## src/rtl/fsg_pkg.sv

```systemverilog
// Shared constants for the stream fill generator.
// Assumes a 32-bit register bus and a beat of whole 32-bit words.
package fsg_pkg;
    localparam int unsigned REG_W      = 32;
    localparam int unsigned WORD_W     = 32;
    localparam int unsigned BEAT_WORDS = 4;
    localparam logic [WORD_W-1:0] FILL_WORD = 32'hDEAD_BEEF;
endpackage

```

## src/rtl/fsg_reg_if.sv

```systemverilog
// Register decode for the single count register at offset 0.
// Assumes full-word accesses only; anything else is treated as invalid.
module fsg_reg_if #(
    parameter int unsigned ADDR_W = 12,
    parameter int unsigned REG_W  = 32,
    localparam int unsigned BE_W  = REG_W / 8
) (
    input  logic              bus_sel,
    input  logic              bus_wr,
    input  logic [ADDR_W-1:0] bus_addr,
    input  logic [BE_W-1:0]   bus_be,
    input  logic [REG_W-1:0]  bus_wdata,
    input  logic [REG_W-1:0]  cur_count,
    output logic              load_en,
    output logic [REG_W-1:0]  load_val,
    output logic [REG_W-1:0]  bus_rdata
);
    logic hit;

    // Decide whether the access targets the count register as a full word
    always_comb begin
        hit = bus_sel && (bus_addr == '0) && (bus_be == {BE_W{1'b1}});
    end

    // Produce the load strobe and the read data
    always_comb begin
        load_en   = hit && bus_wr;
        load_val  = bus_wdata;
        bus_rdata = (hit && !bus_wr) ? cur_count : '0;
    end
endmodule

```

## src/rtl/fsg_beat_counter.sv

```systemverilog
// Remaining-beat counter. A load from the bus takes priority over the
// decrement on an accepted beat. Assumes a synchronous active-low reset.
module fsg_beat_counter #(
    parameter int unsigned CNT_W = 32
) (
    input  logic             clk,
    input  logic             rst_n,
    input  logic             load_en,
    input  logic [CNT_W-1:0] load_val,
    input  logic             accept,
    output logic [CNT_W-1:0] count,
    output logic             busy,
    output logic             final_beat
);
    // Hold the remaining count: reset, load, or step down on acceptance
    always_ff @(posedge clk) begin
        if (!rst_n) begin
            count <= '0;
        end else if (load_en) begin
            count <= load_val;
        end else if (accept && busy) begin
            count <= count - CNT_W'(1);
        end
    end

    // Derive the offer and final-beat flags from the count
    always_comb begin
        busy       = (count != '0);
        final_beat = (count == CNT_W'(1));
    end
endmodule

```

## src/rtl/fsg_beat_data.sv

```systemverilog
// Builds the constant fill beat from repeated copies of one word.
// Assumes the beat is a whole number of words.
module fsg_beat_data #(
    parameter int unsigned WORD_W     = 32,
    parameter int unsigned BEAT_WORDS = 4,
    parameter logic [WORD_W-1:0] FILL = '0,
    localparam int unsigned BEAT_W    = WORD_W * BEAT_WORDS
) (
    output logic [BEAT_W-1:0] beat
);
    for (genvar w = 0; w < BEAT_WORDS; w++) begin : g_word
        // Place one copy of the fill word in lane w
        always_comb begin
            beat[w*WORD_W +: WORD_W] = FILL;
        end
    end
endmodule

```

## src/rtl/fill_stream_gen.sv

```systemverilog
// Top of the stream fill generator: a register bus loads a beat count and
// the stream port sends that many constant beats, one per accepted handshake.
// Assumes a single clock domain and a synchronous active-low reset.
module fill_stream_gen
    import fsg_pkg::*;
#(
    parameter int unsigned ADDR_W = 12,
    localparam int unsigned BE_W   = REG_W / 8,
    localparam int unsigned BEAT_W = WORD_W * BEAT_WORDS
) (
    input  logic              clk,
    input  logic              rst_n,
    input  logic              bus_sel,
    input  logic              bus_wr,
    input  logic [ADDR_W-1:0] bus_addr,
    input  logic [BE_W-1:0]   bus_be,
    input  logic [REG_W-1:0]  bus_wdata,
    output logic [REG_W-1:0]  bus_rdata,
    output logic              tx_valid,
    input  logic              tx_ready,
    output logic [BEAT_W-1:0] tx_data,
    output logic              tx_last
);
    logic             load_en;
    logic [REG_W-1:0] load_val;
    logic [REG_W-1:0] cnt;

    fsg_reg_if #(.ADDR_W(ADDR_W), .REG_W(REG_W)) u_reg (
        .bus_sel   (bus_sel),
        .bus_wr    (bus_wr),
        .bus_addr  (bus_addr),
        .bus_be    (bus_be),
        .bus_wdata (bus_wdata),
        .cur_count (cnt),
        .load_en   (load_en),
        .load_val  (load_val),
        .bus_rdata (bus_rdata)
    );

    fsg_beat_counter #(.CNT_W(REG_W)) u_cnt (
        .clk        (clk),
        .rst_n      (rst_n),
        .load_en    (load_en),
        .load_val   (load_val),
        .accept     (tx_ready),
        .count      (cnt),
        .busy       (tx_valid),
        .final_beat (tx_last)
    );

    fsg_beat_data #(.WORD_W(WORD_W), .BEAT_WORDS(BEAT_WORDS), .FILL(FILL_WORD)) u_data (
        .beat (tx_data)
    );
endmodule

```

## config.mk

```make
export PLATFORM = sky130hd
export DESIGN_NAME = fill_stream_gen
export DESIGN_NICKNAME = d
export VERILOG_FILES = /design/src/rtl/fsg_pkg.sv /design/src/rtl/fsg_reg_if.sv /design/src/rtl/fsg_beat_counter.sv /design/src/rtl/fsg_beat_data.sv /design/src/rtl/fill_stream_gen.sv
export SDC_FILE = /design/constraint.sdc
export NUM_CORES = 1
export LEC_CHECK = 0
export BUFFER_PORTS_ARGS = -buffer_cell sky130_fd_sc_hd__buf_4
export CORE_MARGIN = 3
export CORE_UTILIZATION = 38
export CTS_CLUSTER_DIAMETER = 80
export DETAILED_ROUTE_END_ITERATION = 6
export PLACE_DENSITY = 0.76
export SYNTH_ARGS = -nofsm -noshare
export SYNTH_HDL_FRONTEND = slang
export SYNTH_SLANG_ARGS = --single-unit
export TNS_END_PERCENT = 5
```

## constraint.sdc

```tcl
create_clock -name clk -period 1.95 [get_ports clk]
set_input_delay 0.195 -clock clk [delete_from_list [all_inputs] [get_ports clk]]
set_output_delay 0.195 -clock clk [all_outputs]
set_load 0.01 [all_outputs]
```

==> out/results.txt <==
Placed Cells: 630
Synthesized instance count: 405
Main synth FF type: dfxtp_1
Die W: 96.1 µm
# Max-Cap Violations: 0
Top cells by area, synth: buf_4 (31%), dfxtp_1 (21%), and2_1 (6.3%), xnor2_1 (4.8%), nand2_1 (4.6%)
Crit end category: output pin
Area grow syn2layout: 31.0%
Cell taking the most area after synthesis: buf_4
Cell variety after synth: 42
CTS tree: yes
Root Driver: clkbuf_8
Vias in the first global route: 2483
Total vias in the final route: 2797
Wire length of the first global-routing pass: 12.0 mm
Total Routed Length: 8.38 mm
Largest net degree at the start of global routing: 19
Nets@finish: 596
# clock sinks: 32
Critical path arrival: 2.02 ns
Initial Util: 39.5%
Mean area per synthesized cell: 7.62 µm²
Hold Path Class: input port to register
GPL Wtd Cong: 0.875
Die H: 96.1 µm
Post-synth EDFFs: 0
Pre-antenna DRT Iters: 4
Final Hold Viols: 0
Highest Clock Rate: 451 MHz
DRC violations left: 0
Total die area: 9240 µm²
WS Path Type: register to output pin
Setup crit start kind: register
Port Buffers: 86
Routed Antenna Nets: 0
Core Rows: 32
Register bit count reported by yosys: 32
Setup-failing EPs final: 32
Pwr/cell area: 1810 nW/µm²
Reg with most FFs: u_cnt.count
List of most frequent post-synthesis cells: buf_4 (128), nand2_1 (38), dfxtp_1 (32)
CORE AREA: 7810 µm²
Most common cell in the netlist: buf_4
Skew final: 0.00904 ns
TritonCTS Buffers: 5
Final Max Slew Viols: 0
Share of cells above drive strength 1: 33.9%
Worst slew pin tran: 0.529 ns
Req. time, crit path: 1.75 ns
Crit-path max FO: 3
H-tree Lvls: 2
Status: complete, but fails checks
Top-area cell type share of the netlist area: 31.1%
Ports: 215
CTS Buffer Depth: 2
Asr flop ratio synth: 0%
Layout Cells excl Fill: 644
Design area: 4050 µm²
DP HPWL: 6.64 mm
Vias per cell: 4.34
Leak: 1.97 nW
Total grt overflow: 0
Largest register FFs: 32
Number of DRC markers in iteration 0: 85
Period utilization: 114%
Final Critical Period: 2.22 ns
Global-route usage over all layers: 17.0%
Fin worst setup slack: -0.268 ns
Max IR drop VDD: 784 µV
Register area share after synthesis: 20.8%
# hold bufs at CTS: 0
Placed inst area: 3720 µm²
Initial antenna violation count: 0
Synthesized cell area: 3090 µm²
Max-Slew Margin vs Limit: 64.6%
Wire length per cell: 13.0 µm
RSZ-0062 raised after global routing: yes
Top Registers: u_cnt.count (32)
Synthesis Warnings: 0
Failing checks: negative setup slack
Clock latency on the worst-skew pair: 0.30 ns
Clock Pin Slew Worst Setup and Hold Paths: 0.07 ns
Final antenna diode count: 0
## layout make-up
| class | instances | area, µm² |
|---|---|---|
| Tap cell | 102 | 128 |
| Clock inverter | 1 | 30.0 |
| Sequential cell | 32 | 644 |
| Fill cell | 784 | 3760 |
| Clock buffer | 7 | 96.3 |
| Inverter | 3 | 11.3 |
| Multi-Input combinational cell | 356 | 2020 |
| Timing Repair Buffer | 143 | 1120 |
## repair_timing
action	4_1_cts	5_1_grt
setup endpoints to repair	28	63
cloned	0	0
setup buffers	2	4
gates resized for setup	5	30
pin swaps	3	12
## stage by stage
stage	worst slack [ns]	utilization, %	power (W)	setup TNS, ns	hold slack [ns]
finish	-0.268	51.8	0.00730	-3.99	0.0886
global route	-0.313	51.8	0.00782	-6.62	0.0885
CTS	-0.282	49.8	0.00655	-2.88	0.0864
detailed placement	-0.207	47.6	0.00544	-2.94	0.397
global placement	-0.148	47.6	0.00529	-1.63	0.393
floorplan	-0.108	-	0.00386	-0.748	0.304
## cell usage in the layout, fill, tap and decap left out, types with 8 or more instances in the layout
cell type	netlist	routed
buf_6	0	8
buf_4	128	134
conb_1	2	128
xnor2_1	17	17
nand2_1	38	37
and2_1	31	31
o21ai_0	14	13
dfxtp_1	32	29
o21ai_1	16	17
nor4_1	15	8
xor2_1	12	12
a21oi_1	10	10
nor2_1	20	18
## report_power, final
group / leakage, nW / internal, W / switching [W]
Combinational: 1.64 / 0.00269 / 0.00271
Clock: 0.0645 / 0.000451 / 0.000267
Sequential: 0.262 / 0.000941 / 0.000245
## layer usage
| layer | share of wire, % | track usage [%] | vias to the layer above | wire length [µm] |
|---|---|---|---|---|
| met5 | 0 | 0 | - | 0 |
| met4 | 0.98 | 4.86 | 0 | 82 |
| met3 | 8.7 | 4.07 | 7 | 728 |
| met2 | 50 | 29.4 | 138 | 4190 |
| met1 | 40 | 20.8 | 1282 | 3380 |
| li1 | - | - | 1370 | - |
## worst max-delay path, stage by stage, from the launching register on
cell and delay (ns):
dfxtp_2 0.32, or4_4 0.53, nand2b_4 0.17, buf_6 0.13
nor3_4 0.13, buf_6 0.14, and4_4 0.22, buf_6 0.10
## logic make-up (layout without fill, tap and decap cells)
family	count (synthesis)	after routing	share of synthesized area (%)
and+or+nand+nor	150	150	28.4
buffers and inverters	143	154	33.0
xor gates and xnor gates	29	29	8.23
DFF	32	32	20.8
muxes	1	1	0.324
other	2	128	0.243
AOI/OAI and AO/OA	46	46	8.23
adders and majority gates	2	2	0.811
## worst paths after layout
path | start | endpoint | slack (ns) | cells after the start
hold reg to reg | u_cnt.count[2] | u_cnt.count[2] | 0.58 | 2
setup reg to reg | u_cnt.count[11] | u_cnt.count[15] | -0.23 | 6
setup / recovery | u_cnt.count[11] | tx_last | -0.27 | 7
hold / removal | bus_wdata[1] | u_cnt.count[1] | 0.09 | 2
(Power assumes the default switching activity.)
